## config.mk

```make
export PLATFORM = sky130hd
export DESIGN_NAME = ksup_arbiter
export DESIGN_NICKNAME = d
export VERILOG_FILES = /design/src/rtl/ksup_pkg.sv /design/src/rtl/ksup_strength.sv /design/src/rtl/ksup_rank.sv /design/src/rtl/ksup_gate.sv /design/src/rtl/ksup_arbiter.sv
export SDC_FILE = /design/constraint.sdc
export NUM_CORES = 1
export LEC_CHECK = 0
export BUFFER_PORTS_ARGS = -buffer_cell sky130_fd_sc_hd__buf_4
export CAP_MARGIN = 20
export CORE_ASPECT_RATIO = 0.6
export CORE_MARGIN = 5
export CORE_UTILIZATION = 30
export DETAILED_ROUTE_END_ITERATION = 8
export PLACE_DENSITY = 0.47
export SETUP_SLACK_MARGIN = 0.15
export SYNTH_ARGS = -nofsm -noshare
export SYNTH_HDL_FRONTEND = slang
export SYNTH_SLANG_ARGS = --single-unit
```

## constraint.sdc

```tcl
create_clock -name vclk -period 3.2
set_input_delay 0.16 -clock vclk [all_inputs]
set_output_delay 0.16 -clock vclk [all_outputs]
set_load 0.02 [all_outputs]
```

## src/rtl/ksup_pkg.sv

```systemverilog
package ksup_pkg;
  localparam int unsigned DEF_NUM_KEYS = 5;
  localparam int unsigned DEF_DELTA_W  = 16;
  localparam int          DEF_THRESH   = 6;
endpackage

```

## src/rtl/ksup_strength.sv

```systemverilog
module ksup_strength #(
  parameter int unsigned DELTA_W = ksup_pkg::DEF_DELTA_W,
  parameter int          THRESH  = ksup_pkg::DEF_THRESH
) (
  input  logic signed [DELTA_W-1:0] delta,
  output logic        [DELTA_W-2:0] mag,
  output logic                      above
);
  localparam logic signed [DELTA_W-1:0] THR = DELTA_W'(THRESH);

  // negative deltas rank as zero strength
  always_comb begin
    mag   = delta[DELTA_W-1] ? '0 : delta[DELTA_W-2:0];
    above = (delta > THR);
  end
endmodule

```

## src/rtl/ksup_rank.sv

```systemverilog
module ksup_rank #(
  parameter int unsigned NUM_KEYS = ksup_pkg::DEF_NUM_KEYS,
  parameter int unsigned MAG_W    = ksup_pkg::DEF_DELTA_W - 1
) (
  input  logic [NUM_KEYS*MAG_W-1:0] mag_flat,
  output logic [NUM_KEYS-1:0]       outranked
);
  logic [MAG_W-1:0] mag [NUM_KEYS];

  genvar g;
  generate
    for (g = 0; g < NUM_KEYS; g++) begin : g_unpack
      assign mag[g] = mag_flat[g*MAG_W +: MAG_W];
    end
  endgenerate

  // a key is outranked by any stronger key, or an equal key of lower index
  always_comb begin
    for (int i = 0; i < NUM_KEYS; i++) begin
      outranked[i] = 1'b0;
      for (int j = 0; j < NUM_KEYS; j++) begin
        if (j != i) begin
          if ((mag[j] > mag[i]) || ((mag[j] == mag[i]) && (j < i)))
            outranked[i] = 1'b1;
        end
      end
    end
  end
endmodule

```

## src/rtl/ksup_gate.sv

```systemverilog
module ksup_gate #(
  parameter int unsigned NUM_KEYS = ksup_pkg::DEF_NUM_KEYS
) (
  input  logic                sup_en,
  input  logic [NUM_KEYS-1:0] key_wait,
  input  logic [NUM_KEYS-1:0] key_on,
  input  logic [NUM_KEYS-1:0] outranked,
  input  logic [NUM_KEYS-1:0] above,
  output logic [NUM_KEYS-1:0] key_block,
  output logic [NUM_KEYS-1:0] drift_hold
);
  logic [NUM_KEYS-1:0] other_on;

  always_comb begin
    for (int i = 0; i < NUM_KEYS; i++) begin
      other_on[i] = 1'b0;
      for (int j = 0; j < NUM_KEYS; j++) begin
        if (j != i) other_on[i] = other_on[i] | key_on[j];
      end
    end
  end

  always_comb begin
    for (int i = 0; i < NUM_KEYS; i++) begin
      key_block[i]  = sup_en & key_wait[i] & ~key_on[i] & (other_on[i] | outranked[i]);
      drift_hold[i] = key_block[i] & above[i];
    end
  end
endmodule

```

## src/rtl/ksup_arbiter.sv

```systemverilog
module ksup_arbiter #(
  parameter int unsigned NUM_KEYS = ksup_pkg::DEF_NUM_KEYS,
  parameter int unsigned DELTA_W  = ksup_pkg::DEF_DELTA_W,
  parameter int          THRESH   = ksup_pkg::DEF_THRESH
) (
  input  logic                        sup_en,
  input  logic [NUM_KEYS*DELTA_W-1:0] key_delta,
  input  logic [NUM_KEYS-1:0]         key_wait,
  input  logic [NUM_KEYS-1:0]         key_on,
  output logic [NUM_KEYS-1:0]         key_block,
  output logic [NUM_KEYS-1:0]         drift_hold
);
  localparam int unsigned MAG_W = DELTA_W - 1;

  logic [NUM_KEYS*MAG_W-1:0] mag_flat;
  logic [NUM_KEYS-1:0]       above;
  logic [NUM_KEYS-1:0]       outranked;

  genvar g;
  generate
    for (g = 0; g < NUM_KEYS; g++) begin : g_chan
      ksup_strength #(.DELTA_W(DELTA_W), .THRESH(THRESH)) u_str (
        .delta (key_delta[g*DELTA_W +: DELTA_W]),
        .mag   (mag_flat[g*MAG_W +: MAG_W]),
        .above (above[g])
      );
    end
  endgenerate

  ksup_rank #(.NUM_KEYS(NUM_KEYS), .MAG_W(MAG_W)) u_rank (
    .mag_flat  (mag_flat),
    .outranked (outranked)
  );

  ksup_gate #(.NUM_KEYS(NUM_KEYS)) u_gate (
    .sup_en     (sup_en),
    .key_wait   (key_wait),
    .key_on     (key_on),
    .outranked  (outranked),
    .above      (above),
    .key_block  (key_block),
    .drift_hold (drift_hold)
  );
endmodule

```

==> flow_summary.toml <==
[final_layout]
clock_buffers = 0
drive_gt1_share_pct = 22.6
n_sequential_cell = 0
fin_nets = 1010
antenna_cells = 0
final_util_pct = 37.6
ff_latch_area_um2 = 0
fin_cells = 1071
area_growth_pct = 23.9

[timing]
fmax_ghz = 0.337
layout_min_cycle_time_ns = 2.97
grt_setup_unrepaired = "false"
slew_headroom_pct = 47.7
setup_tns_ns = 0
setup_viol = 0
drv_slew = 0
worst_pin_slew_ns = 0.774
hold_viol_final = 0
period_share_pct = 92.8

[global_routing]
grt_pass1_vias = 6111
antenna_found_initial = 0
grt_usage_pct = 24.4
grt_pass1_wl_um = 38400
grt_overflow = 0
grt_start_max_net_pins = 30

[yosys]
synth-xor-area-share_pct = 4.07
synth_compound_area_share_pct = 32.2
synthAdderAreaFrac_pct = 21.9
synth_area_leaders = "ha_1 (19%), nor2b_1 (5.9%), nand2b_1 (5.7%)"
yosysTopAreaCell = "ha_1"
yosysWarnings = 0
synth_mux_area_share_pct = 0
avgSynthCellArea_um2 = 7.07
ys_types = 90
syn-cell-area_um2 = 5170
yosys-top-cells-count = "ha_1 (80), nand2_1 (51), nor2b_1 (49), nand2b_1 (47), inv_1 (44)"
synth_top_family_by_area = "simple AND/OR/NAND/NOR gates"
yosysSeqAreaShare_pct = 0
syn_nets = 902
syn_inst = 731
synth_simple_gate_area_share_pct = 33.9
synth_most_common_cell = "ha_1"
synth_top_area_share_pct = 19.4

[detailed_routing]
routed_wl_um = 25800
via_per_inst = 5.96
ant_nets = 0
vias = 6382
wire_per_inst_um = 24.1
drc_errors = 0
firstDrtPassIters = 5
drtIter0Drc = 751

[setup_path]
path_common_cell = "buf_4"
crit_arrival_ns = 2.81
worstPathMaxFanout = 20
crit_family = "simple AND/OR/NAND/NOR gates"
critPathRequiredTime_ns = 3.04
cp_slowest_cell = "a2111oi_4"
cpPeakStageDelay_ns = 0.31
critical_path.startpoint_type = "primary input"
critPathBufInv = 4
critPathCaptureType = "output port"
critical_path.cell_chain = "buf_4 -> buf_4 -> nor2b_2 -> ha_1 -> and4_1 -> and2_0 -> and3_1 -> a2111oi_4 -> buf_4 -> nand3_1 -> and2_1 -> a31oi_1 -> buf_4"
path_class = "primary input to output port"

[die]
die_area_um2 = 20000
initial_utilization_pct = 30.3
num_io_pins = 101
die_y_um = 112
fp-row-count = 37
die_w_um = 179
core-area_um2 = 17000

[pwr]
peakVddDrop_mv = 0.0515
power.density_nw_per_um2 = 156
p_leak_nw = 2.86

[cts]
cts_hold_buf = 0

[placed_design]
gp_congestion = 1.05
dp_hpwl_um = 22300
io_buffers = 101
dp.cells = 1069

[hold_path]
min_path_type = "primary input to output port"

[status]
status = "finished clean"

[job]
maxCapViolCount = 0
==> metal layers <==
layer | vias up | global-route usage (%) | routed length (um)
li1 | 2989 | - | -
met1 | 3054 | 40.1 | 13500
met2 | 320 | 32.4 | 9440
met3 | 19 | 6.04 | 2740
met4 | 0 | 1.22 | 210
met5 | - | 0 | 0
==> kinds of logic (layout without fill, tap and decap cells) <==
group | after synthesis | after routing
AND/OR/NAND/NOR | 291 | 291
AO/OA/AOI/OAI | 235 | 235
adder cells (fa/ha/maj) | 92 | 92
buffers and inverters | 89 | 195
XOR/XNOR | 24 | 24
==> per-stage QoR <==
step / hold slack, ns / cell area (um2) / setup slack, ns / total power, mW
floorplan: 0.364 / 5170 / 0.226 / 0.574
global placement: 0.631 / 6320 / -0.0452 / 0.941
detailed placement: 0.630 / 6320 / -0.0703 / 0.954
CTS: 0.632 / 6330 / 0.184 / 0.962
global route: 0.645 / 6400 / 0.151 / 1.08
finish: 0.634 / 6400 / 0.231 / 0.996
==> final cells by class <==
| cell class | count | area [um2] |
|---|---|---|
| fillers | 1871 | 10600 |
| multi-input cells | 642 | 4800 |
| repair buffers | 148 | 1120 |
| well taps | 234 | 293 |
| inverters | 47 | 180 |
==> worst paths after layout <==
check | slack (ns) | end | startpoint | cells after the start
min | 0.63 | key_block[2] | key_on[2] | 3
max | 0.23 | key_block[3] | key_delta[63] | 13
==> power breakdown <==
part	internal [mW]	switching, mW
clock network	0	0
logic	0.415	0.581
registers	0	0
==> cell usage in the layout (no fill, tap or decap), types with 5 or more instances in the layout <==
master and instances:
o21bai_1 6, or4_1 5, a211oi_1 9, xnor2_1 22, a31oi_1 18, a22oi_1 9
buf_4 146, nand3_1 18, inv_1 43, and2_1 5, nor3_1 7, nand2b_1 46
o22ai_1 7, a21oi_1 40, o221ai_1 7, o211ai_1 9, maj3_1 5, nor4_1 18
nand2_1 51, o31ai_1 5, and3_1 7, nor4bb_1 9, nor2_1 27, a21o_1 14
nor2b_1 47, maj3_2 7, ha_1 80, o21ai_0 41, nand4_1 11, o211a_1 5
==> timing repair <==
action | 4_1_cts | 5_1_grt
gates cloned | 0 | 0
setup buffers | 0 | 2
resized for setup | 4 | 11
pin swaps | 0 | 3
setup endpoints to repair | 5 | 8
Note: power is estimated with default switching activity, not from simulation.
